### config.mk
export PLATFORM = sky130hd
export DESIGN_NAME = prescaled_event_counter
export DESIGN_NICKNAME = d
export VERILOG_FILES = /design/src/rtl/pec_pkg.sv /design/src/rtl/pec_ctrl.sv /design/src/rtl/pec_datapath.sv /design/src/rtl/prescaled_event_counter.sv
export SDC_FILE = /design/constraint.sdc
export NUM_CORES = 1
export LEC_CHECK = 0
export BUFFER_PORTS_ARGS = -buffer_cell sky130_fd_sc_hd__buf_2
export CELL_PAD_IN_SITES_DETAIL_PLACEMENT = 0
export CELL_PAD_IN_SITES_GLOBAL_PLACEMENT = 2
export CORE_MARGIN = 5
export CORE_UTILIZATION = 33
export DETAILED_ROUTE_END_ITERATION = 10
export PLACE_DENSITY = 0.87
export SLEW_MARGIN = 10
export SYNTH_ARGS = -nofsm -noshare
export SYNTH_HDL_FRONTEND = slang
export SYNTH_SLANG_ARGS = --single-unit
### constraint.sdc
create_clock -name clk -period 4 [get_ports clk]
set_clock_uncertainty 0.2 [all_clocks]
set_input_delay 0.2 -clock clk [delete_from_list [all_inputs] [get_ports clk]]
set_output_delay 0.2 -clock clk [all_outputs]
set_load 0.1 [all_outputs]
### src/rtl/pec_pkg.sv
package pec_pkg;

  // Per-cycle actions the control asks of the datapath
  typedef struct packed {
    logic preLoad;    // take write data into the reload register
    logic downLoad;   // take write data into the down-counter
    logic downDec;    // step the down-counter by -1
    logic downReload; // copy the reload register into the down-counter
    logic cntLoad;    // take write data into the event counter
    logic cntInc;     // step the event counter by +1
  } pec_strobes_t;

  // Minimum clock cycles between ticks for a given clock/tick frequency pair
  function automatic int unsigned tickGap(input longint unsigned clkHz,
                                          input longint unsigned tickHz);
    if (tickHz == 0 || clkHz <= tickHz) return 1;
    return int'(clkHz / tickHz);
  endfunction

endpackage

### src/rtl/pec_ctrl.sv
module pec_ctrl
  import pec_pkg::*;
#(
  parameter int unsigned MIN_GAP = 12
) (
  input  logic         clk,
  input  logic         rst_n,
  input  logic         tick,
  input  logic         wrPrescale,
  input  logic         wrDown,
  input  logic         wrCount,
  input  logic         downZero,
  output pec_strobes_t strobes
);

  logic tickLive;
  logic downTick;
  logic cntTick;

  // A tick only moves a register that software is not writing this cycle
  assign tickLive = tick;
  assign downTick = tickLive & ~wrDown;
  assign cntTick  = tickLive & ~wrCount;

  always_comb begin
    strobes            = '0;
    strobes.preLoad    = wrPrescale;
    strobes.downLoad   = wrDown;
    strobes.downDec    = downTick & ~downZero;
    strobes.downReload = downTick &  downZero;
    strobes.cntLoad    = wrCount;
    strobes.cntInc     = cntTick & downZero;
  end

  // Input-spacing guard: ticks must be at least MIN_GAP cycles apart
  generate
    if (MIN_GAP > 1) begin : g_gap
      localparam int GW = $clog2(MIN_GAP + 1);
      localparam logic [GW-1:0] GAP_MAX = GW'(MIN_GAP);
      localparam logic [GW-1:0] GAP_LIM = GW'(MIN_GAP - 1);
      logic [GW-1:0] gapCnt;

      always_ff @(posedge clk) begin
        if (!rst_n)              gapCnt <= GAP_MAX;
        else if (tick)           gapCnt <= '0;
        else if (gapCnt < GAP_MAX) gapCnt <= gapCnt + 1'b1;
      end

      // precondition for the counting rules of R2
      assert_tick_spacing_R2: assert property (@(posedge clk) disable iff (!rst_n)
        tick |-> (gapCnt >= GAP_LIM))
        else $error("tick arrived closer than the minimum spacing");
    end
  endgenerate

endmodule

### src/rtl/pec_datapath.sv
module pec_datapath
  import pec_pkg::*;
#(
  parameter int unsigned WIDTH = 32
) (
  input  logic             clk,
  input  logic             rst_n,
  input  pec_strobes_t     strobes,
  input  logic [WIDTH-1:0] wrData,
  output logic [WIDTH-1:0] prescaleReg,
  output logic [WIDTH-1:0] downReg,
  output logic [WIDTH-1:0] countReg,
  output logic             downZero
);

  localparam logic [WIDTH-1:0] ONE = WIDTH'(1);

  logic [WIDTH-1:0] downNext;
  logic [WIDTH-1:0] countNext;
  logic [WIDTH-1:0] prescaleNext;

  assign downZero = (downReg == '0);

  always_comb begin
    prescaleNext = prescaleReg;
    if (strobes.preLoad) prescaleNext = wrData;
  end

  always_comb begin
    downNext = downReg;
    if (strobes.downLoad)        downNext = wrData;
    else if (strobes.downReload) downNext = prescaleReg;  // value before any same-cycle write
    else if (strobes.downDec)    downNext = downReg - ONE;
  end

  always_comb begin
    countNext = countReg;
    if (strobes.cntLoad)     countNext = wrData;
    else if (strobes.cntInc) countNext = countReg + ONE;  // wraps modulo 2^WIDTH
  end

  always_ff @(posedge clk) begin
    if (!rst_n) begin
      prescaleReg <= '0;
      downReg     <= '0;
      countReg    <= '0;
    end else begin
      prescaleReg <= prescaleNext;
      downReg     <= downNext;
      countReg    <= countNext;
    end
  end

  // Down-counter actions are mutually exclusive (R7 priority)
  assert_down_exclusive_R7: assert property (@(posedge clk) disable iff (!rst_n)
    $onehot0({strobes.downLoad, strobes.downReload, strobes.downDec}))
    else $error("conflicting down-counter actions");

  assert_cnt_exclusive_R7: assert property (@(posedge clk) disable iff (!rst_n)
    !(strobes.cntLoad && strobes.cntInc))
    else $error("conflicting event-counter actions");

endmodule

### src/rtl/prescaled_event_counter.sv
module prescaled_event_counter
  import pec_pkg::*;
#(
  parameter int unsigned     WIDTH   = 32,
  parameter longint unsigned CLK_HZ  = 250_000_000,
  parameter longint unsigned TICK_HZ = 20_000_000
) (
  input  logic             clk,
  input  logic             rst_n,
  input  logic             tick,
  input  logic             wrPrescale,
  input  logic             wrDown,
  input  logic             wrCount,
  input  logic [WIDTH-1:0] wrData,
  output logic [WIDTH-1:0] prescaleVal,
  output logic [WIDTH-1:0] downVal,
  output logic [WIDTH-1:0] countVal
);

  localparam int unsigned MIN_GAP = tickGap(CLK_HZ, TICK_HZ);

  pec_strobes_t strobes;
  logic         downZero;

  pec_ctrl #(.MIN_GAP(MIN_GAP)) u_ctrl (
    .clk        (clk),
    .rst_n      (rst_n),
    .tick       (tick),
    .wrPrescale (wrPrescale),
    .wrDown     (wrDown),
    .wrCount    (wrCount),
    .downZero   (downZero),
    .strobes    (strobes)
  );

  pec_datapath #(.WIDTH(WIDTH)) u_dp (
    .clk         (clk),
    .rst_n       (rst_n),
    .strobes     (strobes),
    .wrData      (wrData),
    .prescaleReg (prescaleVal),
    .downReg     (downVal),
    .countReg    (countVal),
    .downZero    (downZero)
  );

  // Behaviour at the ports
  assert_reset_clear_R1: assert property (@(posedge clk)
    !rst_n |=> (prescaleVal == '0 && downVal == '0 && countVal == '0))
    else $error("registers not cleared by reset");

  assert_down_step_R2: assert property (@(posedge clk) disable iff (!rst_n)
    (tick && !wrDown && downVal != '0) |=> downVal == $past(downVal) - WIDTH'(1))
    else $error("down-counter did not step");

  assert_no_count_R2: assert property (@(posedge clk) disable iff (!rst_n)
    (tick && !wrCount && downVal != '0) |=> $stable(countVal))
    else $error("event counter moved before reload");

  assert_reload_R3: assert property (@(posedge clk) disable iff (!rst_n)
    (tick && !wrDown && downVal == '0) |=> downVal == $past(prescaleVal))
    else $error("reload value not taken");

  assert_count_step_R3: assert property (@(posedge clk) disable iff (!rst_n)
    (tick && !wrCount && downVal == '0) |=> countVal == $past(countVal) + WIDTH'(1))
    else $error("event counter did not advance on reload");

  assert_idle_hold_R5: assert property (@(posedge clk) disable iff (!rst_n)
    (!tick && !wrPrescale && !wrDown && !wrCount) |=>
      ($stable(prescaleVal) && $stable(downVal) && $stable(countVal)))
    else $error("state moved without tick or write");

  assert_write_down_R6: assert property (@(posedge clk) disable iff (!rst_n)
    wrDown |=> downVal == $past(wrData))
    else $error("down-counter write lost");

  assert_write_count_R6: assert property (@(posedge clk) disable iff (!rst_n)
    wrCount |=> countVal == $past(wrData))
    else $error("event counter write lost");

  assert_write_pre_R6: assert property (@(posedge clk) disable iff (!rst_n)
    wrPrescale |=> prescaleVal == $past(wrData))
    else $error("reload write lost");

  assert_pre_hold_R8: assert property (@(posedge clk) disable iff (!rst_n)
    !wrPrescale |=> $stable(prescaleVal))
    else $error("reload value changed without a write");

endmodule

== After elaboration in Yosys (flattened, before gate mapping) ==
Cells that the tools add are included.

* Add/subtract/negate cells: 2
* Mux-type cells: 5
* Bitwise gates (word level): 8
* Reductions and logical operators: 3

{| class="wikitable"
|+ Operator list
! cell !! number
|-
| $mux 32 || 5
|-
| $add 32x1->32 const B || 1
|-
| $logic_not 32->1 || 1
|-
| $sub 32x1->32 const B || 1
|-
| $and 1x1->1 || 5
|-
| $not 1->1 || 3
|-
| $reduce_bool 3->1 || 1
|-
| $reduce_bool 2->1 || 1
|}

* Bits in registers: 96
* Input bits: 38
* Output and inout port bits: 96
* Logic and storage cells: 21

== Logic depth before layout (Yosys ltp) ==
Gate-level depths: netlist of the first run.

* Depth in word-level cells: 6
* Mapped depth: 9
* Mapped depth without buffers: 7

== Hierarchy ==
A second synthesis of the first run with hierarchy kept.

* Cells, all modules: 661
* Area total of the unflattened synthesis: 5293.8 sq um

{| class="wikitable"
|+ By module, submodules not included
! module !! instances !! cells an instance !! area an instance (sq um) !! sequential area each (sq um)
|-
| pec_datapath || 1 || 655 || 5241.3 || 1921.8
|-
| pec_ctrl || 1 || 6 || 52.6 || 0.0
|}

== Worst setup path before layout of the first run ==
OpenSTA, ideal clock, no wires.

* Path kind: register to register
* Start point: register u_dp.downReg[0]
* End point: register u_dp.countReg[9]
* Library setup time: 75 ps
* Arrival time: 2885 ps
* Required time: 3725 ps
* Slack: 840 ps
* Stages on the path, launching flop included: 9
* Path buffers: 1
* Clock period less this slack: 3160 ps
* Cells stage by stage: dfxtp_1 inv_1 ha_1 nor3b_1 nand2_1 or4_4 buf_6 or4_1 a31oi_1

* Longest elaborated chain between the ends: 3

{| class="wikitable"
|+ RTL lines
! what !! RTL line !! text
|-
| start, declared || pec_datapath.sv:11 || <nowiki>output logic [WIDTH-1:0] downReg,</nowiki>
|-
| start signal, assigned || pec_datapath.sv:49 || <nowiki>downReg <= downNext;</nowiki>
|-
| $logic_not 32->1 || pec_datapath.sv:22 || <nowiki>assign downZero = (downReg == '0);</nowiki>
|-
| $and 1x1->1 || pec_ctrl.sv:32 || <nowiki>strobes.cntInc = cntTick & downZero;</nowiki>
|-
| $reduce_bool 2->1 (no source line) || - ||
|-
| end signal, assigned || pec_datapath.sv:50 || <nowiki>countReg <= countNext;</nowiki>
|-
| end, declared || pec_datapath.sv:12 || <nowiki>output logic [WIDTH-1:0] countReg,</nowiki>
|}

Every way passes these cells.
A chain may end at the register's enable or synchronous reset.

== Worst setup path after layout of the first run ==
* Start point: register u_dp.downReg[7]
* End point: register u_dp.countReg[12]

The elaborated chain is that of the path after synthesis.

==> results of run 1 <==
synthesized netlist by cell type, drive strengths merged (5+ instances only):
master / count / share of area (%)
a211oi: 5 / 0.69
or4: 9 / 1.3
nor2: 65 / 4.5
nor4b: 8 / 1.3
o31ai: 6 / 0.82
clkbuf: 41 / 2.8
a311oi: 5 / 0.80
a31oi: 12 / 1.4
a21oi: 39 / 3.6
and4: 6 / 0.96
xor2: 5 / 0.80
nor4: 20 / 3.2
nor3: 28 / 2.8
mux2i: 35 / 6.4
buf: 13 / 1.0
nand2: 29 / 2.0
o22ai: 12 / 1.4
o21ai: 60 / 5.5
o21a: 5 / 0.69
dfxtp: 96 / 35
xnor2: 15 / 2.4
nand4: 14 / 1.7
o211ai: 6 / 0.82
a32oi: 7 / 1.1
or3: 8 / 0.92
and3: 11 / 1.3
nand3: 36 / 3.4
inv: 5 / 0.34
nor3b: 33 / 4.5
o32ai: 5 / 0.80
what timing repair did:
| action | in CTS | in global routing |
|---|---|---|
| hold endpoints to repair | 51 | 0 |
| hold buffers | 31 | 0 |
| endpoints found under the setup margin | 0 | 0 |
area by class of cell:
class / count / area share (%)
Inverter: 7 / 0.379
Clock buffer: 14 / 4.24
Tap cell: 220 / 3.97
Sequential cell: 96 / 27.7
Timing Repair Buffer: 179 / 15.7
Clock inverter: 2 / 0.144
Multi-Input combinational cell: 518 / 47.9
power groups by stage:
stage	logic (mW)	clock network, mW	registers (mW)
finish	0.964	0.897	1.12
global route	1.01	0.945	1.13
CTS	0.966	0.912	1.11
detailed placement	0.941	0	1.14
global placement	0.934	0	1.13
floorplan	0.278	0	1.59
worst max-delay path, stage by stage (launching register included):
cell and delay (ns):
dfxtp_1 0.38, nor4_4 0.44, nand4b_4 0.38, or4_1 0.86, buf_4 0.29, nor4b_1 0.31
nor3b_1 0.10
state kept, by name, indices dropped and copies added, names as in the netlist:
name and flops:
u_dp.prescaleReg 32, u_dp.countReg 32, u_dp.downReg 32
how the worst min path moves through the flow:
stage / end / startpoint / depth (start not counted) / slack, ns
final: u_dp.prescaleReg[22]$_SDFFE_PN0P_ / wrData[22] / 3 / 0.03
after global routing: u_dp.prescaleReg[22]$_SDFFE_PN0P_ / wrData[22] / 3 / 0.03
after CTS: u_dp.prescaleReg[22]$_SDFFE_PN0P_ / wrData[22] / 3 / 0.008
after detailed placement: u_dp.prescaleReg[0]$_SDFFE_PN0P_ / wrData[0] / 3 / 0.30
after global placement: u_dp.prescaleReg[26]$_SDFFE_PN0P_ / wrData[26] / 3 / 0.28
after floorplan: u_dp.prescaleReg[0]$_SDFFE_PN0P_ / wrData[0] / 2 / 0.15
metal layers:
metal	vias to the layer above	wire [um]	track usage [%]
met1	2835	9590	28.1
met5	-	10	0
met2	200	8780	30.4
met3	29	1210	4.62
met4	2	347	5.97
li1	2826	-	-
cell families after synthesis:
| kind of cell | count (synthesis) | synth area share [%] |
|---|---|---|
| xor+xnor | 20 | 3.20 |
| buf+inv | 61 | 4.32 |
| flops | 96 | 35.1 |
| compound gates | 173 | 19.3 |
| fa+ha+maj | 2 | 0.457 |
| mux | 36 | 6.61 |
| simple gates | 287 | 31.0 |
through the flow:
step	hold slack (ns)	cell area, sq um	setup WS, ns	utilization, %
finish	0.0291	6940	0.905	42.3
global route	0.0323	6940	0.694	42.3
CTS	0.00819	6940	0.887	42.3
detailed placement	0.300	6320	0.899	38.5
global placement	0.285	6320	1.00	38.5
floorplan	0.147	5470	0.840	-
==> run metrics, run 1 <==
largest net degree at the start of global routing 66; Async S/R FF share, synth 0%; r2r startpoint u_dp.downReg[7]$_SDFFE_PN0P_; NetSw 1.22 mW; number of global-route vias before repair 5,575; peak supply drop 206 uV; post-route minimum period 3.10 ns; initial drt markers 469; worst min-delay path class in -> reg; post-CTS repair timing setup buffer count 0; area grow syn2layout 26.9%; P per Cell Area 429 nW/um^2; cells after synthesis 675; clock root buffer master clkbuf_16; die height between 100 and 150 um; Final Power 2.98 mW; layout cells sized above 1 22.3%; Layout Nets 851; Synth cell types 58; f_max 323 MHz; startpoint types flop; initial antenna violation count 1; ys flop type dfxtp_1; non-filler instance count after layout 1,036; Hold Fails Final Rpt 0; total gr overflow 0; origin of the worst setup path u_dp.downReg[7]$_SDFFE_PN0P_; CTS buffer count 9; Final ANT Viol Nets 0; CP arrival 3.12 ns; Placed Cells 989; n_diodes 0; YS warnings 0; Initial Utilization 33.3%; Reg2Reg Capture Point u_dp.countReg[12]$_SDFFE_PN0P_; Clk pin slew, worst setup/hold paths 0.07 ns; Worst Path Max Fanout 26; Pins Over Slew Limit 0; Via density 5.69; period utilization 77.4%; Post-synth EDFFs 0; Clock power frac 30.1%; H-tree Lvls 3; commonest non-fill, non-tap cell in the layout buf_2; # port buffers 133; post-synthesis sequential area ratio between 30% and 40%; Tot GR Track Use 19.9%; # IOs around 130; Sw Ratio between 40% and 50%; power share of the combinational group 32.4%; first-pass GRT wire length roughly 31,000 um; unrepaired setup endpoints after global routing false; clock latency at the later pin of the worst-skew pair 0.35 ns; max cap viols 0; Routed WL per cell 19.2 um; CTS tree yes; Vias 5,892; Critical Path RT 4.03 ns; Core Region 16,400 sq um; commonest cells after routing, fill and taps aside buf_2 (133), dfxtp_1 (96), nor2_1 (65); die width 139 um; Critical path destination u_dp.countReg[12]$_SDFFE_PN0P_; Final setup viols 0; dpl hpwl 14,100 um; Crit Path Class reg -> reg; synthesized area about 5500 sq um; Leakage 2.79 nW; die area 19,200 sq um; Pint 1.75 mW; sequential power share 37.5%; post-cts resize count 0; setup TNS 0 ns; reg2reg path depth 6; Clock Sinks 96; FILL cells ~1,700; status completed; row count 47; Synth Area per Inst 8.10 sq um; Clock Tree Buf Depth 2; Total Wirelength 19,900 um; FF/Latch Area 1920 sq um; RD Place Congestion 0.820; Syn Nets 715; number of synthesized register bits 96; Slew HR 29.6%; residual DRC count 0; drt pass-1 iters 5; Slew @ Worst Pin 1.06 ns; r2r setup slk 0.90 ns; Multi-input gate area 3320 sq um; crit end category flop
Note: power is estimated with default switching activity, not from simulation.
==> run 2: changes to the inputs <==
- CORE_UTILIZATION: 33 -> 28
- PLACE_DENSITY: 0.87 -> 0.79
- clock period: 4 -> 2.75 ns (I/O delays scaled with it)
==> run 2 against run 1 <==
Cell area increased by 4.0%. Flip-flop and latch count unchanged. Count of clock-buffer cells in the layout decreased by 3. Setup slack got worse by 0.73 ns. Non-clock buffer count increased by 17. Critical path depth increased by 3. Wire length increased by 6.1%. First-iteration DRC count decreased by 9.8%. Worst hold slack got worse by 0.014 ns. Core utilization decreased by 5.0 points. Global-route usage decreased by 1.1 points. Fmax increased by 20%. Largest cell class unchanged. Largest power group unchanged. Highest routed layer is now met4.
==> run metrics, run 2 (same netlist as run 1, synthesis figures left out) <==
hold endpoint u_dp.countReg[6]$_SDFFE_PN0P_ (was u_dp.prescaleReg[22]$_SDFFE_PN0P_); H-tree Lvls 3 (unchanged); Clock Tree Buf Depth 2 (unchanged); peak supply drop 306 uV (was 206 uV); row count 51 (was 47); Sw Ratio 41.4% (was 41.1%); Clock power frac 30.0% (was 30.1%); worst min-delay path class in -> reg (unchanged); power share of the combinational group 32.8% (was 32.4%); dpl ws 0.101 ns (was 0.899 ns); drt pass-1 iters 5 (unchanged); Vias 5,824 (was 5,892); Slew HR 57.9% (was 29.6%); Core Region 19,300 sq um (was 16,400 sq um); post-route minimum period 2.57 ns (was 3.10 ns); number of global-route vias before repair 5,559 (was 5,575); dpl hpwl 15,000 um (was 14,100 um); initial drt markers 423 (was 469); total gr overflow 0 (unchanged); f_max 389 MHz (was 323 MHz); CP most frequent cell buf_4; CP max stage cell dfxtp_4 (was or4_1); Via density 5.30 (was 5.69); clock root buffer master clkbuf_16 (unchanged); unrepaired setup endpoints after global routing false (unchanged); Leakage 2.89 nW (was 2.79 nW); die area 22,400 sq um (was 19,200 sq um); commonest non-fill, non-tap cell in the layout buf_2 (unchanged); Hold Fails Final Rpt 0 (unchanged); clock latency at the later pin of the worst-skew pair 0.36 ns (was 0.35 ns); post-route setup slack 0.178 ns (was 0.905 ns); Slew @ Worst Pin 0.632 ns (was 1.06 ns); r2r setup slk 0.18 ns (was 0.90 ns); die height 150 um (was 139 um); Initial Utilization 28.3% (was 33.3%); CP bufs+invs 3 (was 1); Total Wirelength 21,200 um (was 19,900 um); Routed WL per cell 19.3 um (was 19.2 um); CP arrival 2.63 ns (was 3.12 ns); Layout Nets 868 (was 851); reg2reg path depth 9 (was 6); Worst Path Max Fanout 12 (was 26); FILL cells 2,045 (was 1,673); worst min-delay path startpoint rst_n (was wrData[22]); P per Cell Area 608 nW/um^2 (was 429 nW/um^2); setup TNS 0 ns (unchanged); Clock Sinks 96 (unchanged); NetSw 1.82 mW (was 1.22 mW); # port buffers 133 (unchanged); Critical Path RT 2.81 ns (was 4.03 ns); crit end category flop (unchanged); CTS buffer count 9 (unchanged); area grow syn2layout 31.9% (was 26.9%); die width 150 um (was 139 um); largest net degree at the start of global routing 72 (was 66); initial antenna violation count 0 (was 1); startpoint types flop (unchanged); Regs by FF count u_dp.countReg: 32 flops, u_dp.downReg: 32 flops, u_dp.prescaleReg: 32 flops (unchanged); Tot GR Track Use 18.8% (was 19.9%); first-pass GRT wire length 33,000 um (was 31,200 um); CTS tree yes (unchanged); worst-path cell chain inv_1, ha_1, nor3b_4, nand4_2, buf_4, or3_1, buf_4, and2_0, o32ai_1 (was nor4_4, nand4b_4, or4_1, buf_4, nor4b_1, nor3b_1); Top Family by Delay on Critical Path simple AND/OR/NAND/NOR gates (unchanged); Final ANT Viol Nets 0 (unchanged); residual DRC count 0 (unchanged); layout cells sized above 1 27.6% (was 22.3%); commonest cells after routing, fill and taps aside buf_2 (133), dfxtp_1 (67), nor2_1 (65) (was buf_2 (133), dfxtp_1 (96), nor2_1 (65)); WHS Path Cells 3 (unchanged); r2r startpoint u_dp.downReg[0]$_SDFFE_PN0P_ (was u_dp.downReg[7]$_SDFFE_PN0P_); CP peak stage delay 0.35 ns (was 0.86 ns); RD Place Congestion 0.800 (was 0.820); final core utilization 37.3% (was 42.3%); Pins Over Slew Limit 0 (unchanged); # IOs 134 (unchanged); status completed (unchanged); Crit Path Class reg -> reg (unchanged); Clk pin slew, worst setup/hold paths 0.07 ns (about the same); n_diodes 0 (unchanged); Reg2Reg Capture Point u_dp.downReg[1]$_SDFFE_PN0P_ (was u_dp.countReg[12]$_SDFFE_PN0P_); Final setup viols 0 (unchanged); period utilization 93.5% (was 77.4%); Pint 2.57 mW (was 1.75 mW); max cap viols 0 (unchanged); sequential power share 37.2% (was 37.5%); Final Power 4.39 mW (was 2.98 mW)
==> run 2: changes by cell type in the layout (fill, tap and decap cells not counted), moves of 2 or more <==
cell | previous run | this run
dfxtp_1 | 96 | 67
dfxtp_2 | 0 | 27
buf_4 | 15 | 29
clkbuf_8 | 5 | 1
buf_12 | 0 | 2
dfxtp_4 | 0 | 2
==> run 2: worst max-delay path by stage <==
stage | from | cells after the start | slack (ns) | end
CTS | u_dp.downReg[0]$_SDFFE_PN0P_ | 8 | 0.08 | u_dp.countReg[14]$_SDFFE_PN0P_
floorplan | u_dp.downReg[24]$_SDFFE_PN0P_ | 6 | -0.02 | u_dp.countReg[9]$_SDFFE_PN0P_
detailed placement | u_dp.downReg[0]$_SDFFE_PN0P_ | 8 | 0.10 | u_dp.countReg[14]$_SDFFE_PN0P_
global placement | u_dp.downReg[0]$_SDFFE_PN0P_ | 8 | 0.18 | u_dp.countReg[15]$_SDFFE_PN0P_
global route | u_dp.downReg[0]$_SDFFE_PN0P_ | 8 | 0.03 | u_dp.countReg[17]$_SDFFE_PN0P_
finish | u_dp.downReg[0]$_SDFFE_PN0P_ | 9 | 0.18 | u_dp.downReg[1]$_SDFFE_PN0P_
==> run 2: through the flow <==
| step | hold slack [ns] | area (sq um) | cells |
|---|---|---|---|
| 2_1_floorplan | 0.0847 | 5520 | 675 |
| 3_3_place_gp | 0.232 | 6560 | 1048 |
| 3_5_place_dp | 0.238 | 6560 | 1048 |
| 4_1_cts | 0.0118 | 7180 | 1096 |
| 5_1_grt | 0.0244 | 7210 | 1098 |
| 6_report | 0.0154 | 7210 | 1098 |
==> run 2: final cells by class <==
type / count / area, sq um / share of cell area (%)
clock buffers: 11 / 243 / 3.37
clock inverters: 5 / 56.3 / 0.781
inverters: 7 / 26.3 / 0.364
multi-input cells: 518 / 3350 / 46.4
flip-flops and latches: 96 / 1960 / 27.2
well taps: 265 / 332 / 4.60
repair buffers: 196 / 1240 / 17.2
==> run 2: power groups by stage <==
| stage | sequential (mW) | clock, mW | combinational, mW |
|---|---|---|---|
| floorplan | 2.32 | 0 | 0.404 |
| global placement | 1.66 | 0 | 1.39 |
| detailed placement | 1.66 | 0 | 1.40 |
| CTS | 1.63 | 1.36 | 1.44 |
| global route | 1.65 | 1.41 | 1.52 |
| finish | 1.63 | 1.32 | 1.44 |
==> run 2: routing by layer <==
| layer | routed length [um] | global-route usage (%) | up-vias |
|---|---|---|---|
| met5 | 0 | 0 | - |
| met4 | 256 | 4.30 | 0 |
| met3 | 1160 | 4.51 | 17 |
| met2 | 9450 | 29.0 | 163 |
| met1 | 10300 | 26.6 | 2790 |
| li1 | - | - | 2854 |
==> run 2: tightest hold or removal path: cells and delay by family <==
family                 cells  cell delay (ns)
AOI/OAI and AO/OA          2             0.16
buffers and inverters      1             0.22
==> run 2: timing repair <==
| action | in CTS | in global routing |
|---|---|---|
| resized for setup | 0 | 3 |
| endpoints found under the setup margin | 0 | 12 |
| setup buffers | 0 | 2 |
| endpoints found under the hold margin | 81 | 0 |
| hold buffers | 32 | 0 |
